**src/rtl/clk_pwr_ctrl.sv**
```systemverilog
module clk_pwr_ctrl #(
  parameter int NSRC     = 8,
  parameter int CFG_W    = 10,
  parameter int SPD_W    = 5,
  parameter int LOCK_W   = 8,
  parameter logic [CFG_W-1:0]  CFG_RST  = 10'h010,
  parameter logic [LOCK_W-1:0] LOCK_RST = 8'd4
) (
  input  logic             clk,
  input  logic             rst_n,
  input  logic             wr_en,
  input  logic [2:0]       wr_addr,
  input  logic [CFG_W-1:0] wr_data,
  input  logic [NSRC-1:0]  irq_req,
  input  logic [NSRC-1:0]  irq_en,
  input  logic [NSRC-1:0]  irq_mask,
  output logic             cpu_clk_en,
  output logic             mem_clk_en,
  output logic             lcd_clk_en,
  output logic             dma_clk_en,
  output logic             aon_clk_en,
  output logic             mem_div2,
  output logic [SPD_W-1:0] refresh_speed,
  output logic [CFG_W-1:0] cfg_active,
  output logic             chg_done,
  output logic             in_idle,
  output logic             wake_req
);
  localparam int DIV_BIT = CFG_W - 1;

  typedef enum logic [1:0] {S_RUN, S_PRE, S_LOCK, S_IDLE} state_t;

  state_t              st;
  logic [CFG_W-1:0]    cfg_stage, cfg_tgt;
  logic [LOCK_W-1:0]   lock_len, cnt;
  logic                qual, pend;

  wire chg_wr  = wr_en && (wr_addr == 3'd1) && wr_data[0];
  wire idle_wr = wr_en && (wr_addr == 3'd2) && wr_data[0];
  wire last    = (cnt <= LOCK_W'(1));
  wire gated   = (st == S_LOCK);

  wire [NSRC-1:0] qualified = irq_req & irq_en & (qual ? ~irq_mask : {NSRC{1'b1}});
  wire            wake_hit  = |qualified;

  wire [SPD_W-1:0] cur_spd = cfg_active[SPD_W-1:0];
  wire [SPD_W-1:0] tgt_spd = cfg_tgt[SPD_W-1:0];

  assign cpu_clk_en    = (st == S_RUN) || (st == S_PRE);
  assign mem_clk_en    = !gated;
  assign lcd_clk_en    = !gated;
  assign dma_clk_en    = !gated;
  assign aon_clk_en    = 1'b1;
  assign in_idle       = (st == S_IDLE);
  assign wake_req      = in_idle && wake_hit;
  assign refresh_speed = (gated && tgt_spd < cur_spd) ? tgt_spd : cur_spd;

  always_ff @(posedge clk or negedge rst_n) begin
    if (!rst_n) begin
      st         <= S_RUN;
      cfg_stage  <= CFG_RST;
      cfg_tgt    <= CFG_RST;
      cfg_active <= CFG_RST;
      lock_len   <= LOCK_RST;
      cnt        <= '0;
      qual       <= 1'b0;
      pend       <= 1'b0;
      mem_div2   <= 1'b0;
      chg_done   <= 1'b0;
    end else begin
      if (wr_en) begin
        case (wr_addr)
          3'd0:    cfg_stage <= wr_data;
          3'd3:    qual      <= wr_data[0];
          3'd4:    lock_len  <= wr_data[LOCK_W-1:0];
          default: ;
        endcase
      end
      case (st)
        S_RUN: begin
          if (chg_wr) begin
            cfg_tgt  <= cfg_stage;
            cnt      <= lock_len;
            mem_div2 <= mem_div2 | cfg_stage[DIV_BIT];
            chg_done <= 1'b0;
            st       <= S_PRE;
          end else if (idle_wr) begin
            st <= S_IDLE;
          end
        end
        S_PRE: begin
          st <= S_LOCK;
          if (chg_wr) pend <= 1'b1;
        end
        S_LOCK: begin
          if (last) begin
            cfg_active <= cfg_tgt;
            if (pend || chg_wr) begin
              cfg_tgt  <= cfg_stage;
              cnt      <= lock_len;
              mem_div2 <= cfg_tgt[DIV_BIT] | cfg_stage[DIV_BIT];
              chg_done <= 1'b0;
              pend     <= 1'b0;
              st       <= S_PRE;
            end else begin
              mem_div2 <= cfg_tgt[DIV_BIT];
              chg_done <= 1'b1;
              st       <= S_RUN;
            end
          end else begin
            cnt <= cnt - LOCK_W'(1);
            if (chg_wr) pend <= 1'b1;
          end
        end
        S_IDLE: begin
          if (wake_hit) st <= S_RUN;
        end
        default: st <= S_RUN;
      endcase
    end
  end
endmodule


```
**config.mk**
```make
export PLATFORM = sky130hd
export DESIGN_NAME = clk_pwr_ctrl
export DESIGN_NICKNAME = d
export VERILOG_FILES = /design/src/rtl/clk_pwr_ctrl.sv
export SDC_FILE = /design/constraint.sdc
export NUM_CORES = 1
export LEC_CHECK = 0
export CORE_AREA = 3 3 67 94
export CTS_BUF_LIST = sky130_fd_sc_hd__clkbuf_4 sky130_fd_sc_hd__clkbuf_8
export CTS_CLUSTER_SIZE = 16
export DETAILED_ROUTE_END_ITERATION = 8
export DIE_AREA = 0 0 70 97
export DONT_BUFFER_PORTS = 1
export HOLD_SLACK_MARGIN = 0.06
export PLACE_DENSITY = 0.66
export SKIP_LAST_GASP = 1
export SLEW_MARGIN = 20
export SYNTH_ARGS = -nofsm -noshare
export SYNTH_HDL_FRONTEND = slang
export SYNTH_SLANG_ARGS = --single-unit
```
**constraint.sdc**
```tcl
create_clock -name clk -period 2.4 [get_ports clk]
set_input_delay 0.48 -clock clk [delete_from_list [all_inputs] [get_ports clk]]
set_output_delay 0.48 -clock clk [all_outputs]
set_load 0.02 [all_outputs]
```
# Word level (Yosys, flattened, before mapping)
# Index checks and enable logic that the tools add are counted.
[totals]
input_bits = 40
wordCells = 82
register_bits = 52
[op_classes]
reduce_logical = 23
bitwise_logic = 5
n_eq_ne = 13
add_sub_neg = 1
mux = 28
order_cmp = 2
[op_table]
columns = ["cell", "n"]
rows = [
  ["8-bit two-way mux", 4],
  ["10-bit two-way mux", 3],
  ["10-bit one-hot mux with 2 select lines", 1],
  ["8-bit bitwise AND", 2],
  ["8-bit one-hot mux with 2 select lines", 1],
  ["1-bit two-way mux", 10],
  ["2-bit AND reduction", 5],
  ["3-bit AND reduction", 3],
  ["8-bit by 1-bit <= comparator with 1-bit output (second input constant)", 1],
  ["2-bit two-way mux", 4],
  ["8-bit NOT", 1],
  ["2-bit one-hot mux with 4 select lines", 1],
  ["8-bit OR reduction", 1],
  ["8-bit by 1-bit subtractor with 8-bit output (second input constant)", 1],
  ["3-bit by 2-bit == test with 1-bit output (second input constant)", 2],
  ["1-bit logical AND", 6],
  ["1-bit one-hot mux with 2 select lines", 3],
  ["5-bit < comparator", 1],
  ["5-bit two-way mux", 1],
  ["2-bit == test (second input constant)", 2],
  ["2-bit by 1-bit != test with 1-bit output (second input constant)", 2],
  ["2-bit != test (second input constant)", 2],
  ["4-bit AND reduction", 1],
  ["2-bit nonzero test", 2],
  ["10 further kinds", 12],
]

# Longest topological paths before layout
[logic_depth]
depth_word = 7
mapped_depth = 9
depth_no_buf = 7

# Worst setup path before layout
# No wires, ideal clock.
[synth_path]
path_kind = "register -> output"
start = "register st[0]"
end = "output port refresh_speed[0]"
arrival_ps = 1917
setup_slack_ps = 3
required_time_ps = 1920
stages_incl_launch_ff = 7
path_buffers = 0
path_cell_list = "dfrtp_1 -> inv_1 -> ha_1 -> inv_1 -> a211o_1 -> a31oi_2 -> mux2_2"
[synth_between]
elab_chain_len = 3
[synth_rtl]
columns = ["item", "line_no", "source"]
rows = [
  ["from (decl)", "33", "state_t st;"],
  ["from (signal assigned)", "60", "st <= S_RUN;"],
  ["from (signal assigned)", "86", "st <= S_PRE;"],
  ["from (signal assigned)", "88", "st <= S_IDLE;"],
  ["2-bit == test", "41", "wire gated = (st == S_LOCK);"],
  ["1-bit logical AND", "56", "assign refresh_speed = (gated && tgt_spd < cur_spd) ? tgt_spd : cur_spd;"],
  ["5-bit two-way mux", "56", ""],
  ["to (decl)", "23", "output logic [SPD_W-1:0] refresh_speed,"],
]
# No other way between the ends.

# Worst setup path in the final report
[layout_path]
start = "register cfg_active[4]"
end = "output port refresh_speed[0]"
[layout_between]
elab_chain_len = 3
[layout_rtl]
columns = ["item", "line_no", "source"]
rows = [
  ["from (decl)", "24", "output logic [CFG_W-1:0] cfg_active,"],
  ["from (signal assigned)", "97", "cfg_active <= cfg_tgt;"],
  ["5-bit < comparator", "56", ""],
  ["1-bit logical AND", "56", ""],
  ["5-bit two-way mux", "56", ""],
]
# No other way between the ends.

==> metrics.md <==
| Metric | Value |
|---|---|
| CP arrival | `2080 ps` |
| Post-Synth XOR/XNOR Area | `0.00322` |
| Crit. End Element | `output port` |
| CP Class | `reg2out` |
| Largest net degree at the start of global routing | `between 50 and 60` |
| Clock Latency Late Sink | `310 ps` |
| Ys async rst share | `1.00` |
| Fill cells | `470` |
| Root Buffer | `clkbuf_8` |
| Post-synthesis cell count | `approximately 240` |
| DP Wirelength | `between 4000 and 5000 um` |
| Num CTS Buffers | `5` |
| Mapped cell area | `2720 um^2` |
| Initial antenna violation count | `0` |
| Design area | `approximately 3100 um^2` |
| Placed inst area | `approximately 2900 um^2` |
| Slew margin rel. | `0.658` |
| Die H | `just under 100 um` |
| Minimum clock period after layout | `2560 ps` |
| Hold path depth | `2` |
| Startpoint types | `register` |
| Pwr per Cell Area | `1180 nW/um^2` |
| Vias in the first global route | `a little under 2000` |
| Max-cap violation count | `0` |
| Synth Area in Simple Gates | `0.129` |
| Drt total wl | `5590 um` |
| Layout Cells excl Fill | `around 330` |
| Avg Synthesized Cell Area | `11.1 um^2` |
| 1st-iter DRT viols | `58` |
| Final worst setup slack | `-164 ps` |
| Area grow syn2layout | `14.6%` |
| Clock sink total | `52` |
| Sequential Area | `1310 um^2` |
| Gpl congestion | `around 0.84` |
| Drt pass-1 iters | `4` |
| Die Width | `70 um` |
| Worst Path Max Fanout | `3` |
| Compound-gate portion of the synthesized area | `0.117` |
| Drt drc | `0` |
| Final ANT Viol Nets | `0` |
| Final hold violation count | `0` |
| Cell leakage power | `about 0.0014 uW` |
| Nets | `315` |
| CORE AREA | `between 5000 and 6000 um^2` |
| Wire per inst | `roughly 17 um` |
| Synth top area cells | `dfrtp_1, mux2_2, mux2_4, ha_1, dfstp_2` |
| Pins Over Slew Limit | `0` |
| Worst vdd ir | `around 0.63 mV` |
| Adder-cell share of the synthesized area | `0.0461` |
| Sequential element share of the synthesized area | `0.481` |
| Multi-input gate area | `roughly 1300 um^2` |
| CTS tree | `yes` |
| Cell variety after synth | `46` |
| First-pass GRT wire length | `~9400 um` |
| Worst R2R Start | `cnt[0]` |
| Die area | `6790 um^2` |
| Maximum clock rate | `between 0.3 and 0.4 GHz` |
| Yosys top cell area share | `0.442` |
| Yosys top cell by area | `dfrtp_1` |
| Tcrit/Tclk final | `1.07` |
| Layout cells sized above 1 | `0.335` |
| Syn_nets | `slightly below 300` |
| ANT cells | `0` |
| Mux contribution to synthesized area | `0.181` |
| Crit path from | `cfg_active[4]` |
| Initial core utilization | `0.492` |
| Finish-stage setup viols | `5` |
| Port Buffers | `0` |
| Worst Max-Slew Pin Slew | `between 500 and 600 ps` |
| Number of synthesized flops with an enable pin | `0` |
| Placed Cells | `around 320` |
| Ys flop type | `dfrtp_1` |
| Crit path required time | `1920 ps` |
| Status | `finished, violations left` |
| Post-synth top cells | `dfrtp_1, mux2_2, nand2_1` |
| Via density per instance | `about 5.6` |
| Failing checks | `negative setup slack` |
| RSZ-0062 raised after global routing | `yes` |
| H-tree levels | `2` |
| Worst hold start | `wr_data[9]` |
| Tot GR Track Use | `0.175` |
| Ys Warns | `0` |
| DR vias | `approximately 1900` |
| Yosys reg bits | `between 50 and 60` |
| Hold Crit Class | `in2reg` |
| Most common cell in the netlist | `dfrtp_1` |
| Main combinational cell family by area after synthesis | `multiplexers` |
| Clock skew | `9.06 ps` |
| GRT overflow | `0` |
| Top Ports | `64` |
| Worst Reg-to-Reg Cells | `7` |
| Worst-path clk slew | `100 ps` |
| Bufs on Longest Clock Path | `2` |
| # rows | `32` |
## path summary, 6_finish.rpt
path / to / slack, ps
max: refresh_speed[0] / -160
min: cfg_stage[9] / 280
max reg2reg: st[0] / 170
min reg2reg: cfg_tgt[8] / 510
max in group asynchronous: lock_len[2] / 1440
min in group asynchronous: cfg_stage[0] / 670
## worst max-delay path: stages, from the launching register on
cell	delay, ps
dfstp_2	550
inv_2	50
ha_4	210
a211o_1	290
a31oi_4	210
buf_6	140
mux2_4	330
## where the power goes
group | internal (uW) | leakage [uW] | switching (uW)
clock network | 207 | 0.0000445 | 299
registers | 1170 | 0.000648 | 294
logic | 804 | 0.000711 | 905
total | 2180 | 0.00140 | 1500
## kinds of logic (layout without fill, tap and decap cells)
logic type | after synthesis | after routing
DFF | 52 | 52
other | 1 | 1
AOI/OAI and AO/OA | 52 | 52
muxes | 41 | 41
and+or+nand+nor | 64 | 64
adders and majority gates | 10 | 10
xor gates and xnor gates | 1 | 1
buffers and inverters | 23 | 45
## layer usage
metal | vias to the layer above | track usage | routed length [um]
met5 | - | 0 | 0
met4 | 0 | 0.0737 | 140
met3 | 12 | 0.0530 | 388
met2 | 61 | 0.302 | 2760
met1 | 882 | 0.200 | 2300
li1 | 914 | - | -
## stage by stage
stage	TNS (ps)	worst slack (ps)	util	power [uW]	hold slack, ps
after global routing	-1200	-257	0.563	3970	282
final	-751	-164	0.563	3680	282
after detailed placement	0	1.83	0.523	3020	186
after global placement	0	23.8	0.523	2970	186
after floorplan	0	3.44	-	2620	184
after CTS	-990	-210	0.562	3690	276
## state kept, by name, indices dropped and copies added, names as in the netlist
| name | cells |
|---|---|
| pend | 1 |
| chg_done | 1 |
| cfg_active | 10 |
| lock_len | 8 |
| cnt | 8 |
| cfg_tgt | 10 |
| qual | 1 |
| st | 2 |
| mem_div2 | 1 |
| cfg_stage | 10 |
## cells in the final DEF (no fill, tap or decap), drive strengths merged, types with 5 or more instances in the layout
cell type / n
mux2: 39
o21ai: 20
a31oi: 6
nand2: 23
buf: 23
nand3: 8
dfrtp: 48
nor2: 10
a21oi: 16
clkbuf: 5
ha: 10
inv: 14
## layout make-up
cell class / instances / share of cell area
well taps: 68 / 0.0273
inverters: 13 / 0.0157
clock inverters: 3 / 0.00683
repair buffers: 24 / 0.0756
flip-flops and latches: 52 / 0.420
multi-input cells: 169 / 0.433
clock buffers: 5 / 0.0221
## repair_timing
| action | CTS | global route |
|---|---|---|
| endpoints found under the hold margin | 52 | 0 |
| pin swaps | 2 | 2 |
| setup buffers | 5 | 0 |
| gates resized for setup | 11 | 2 |
| endpoints found under the setup margin | 5 | 5 |
| cloned | 0 | 0 |
| hold buffers | 2 | 0 |
No activity file was read; power rests on OpenSTA's default activity.
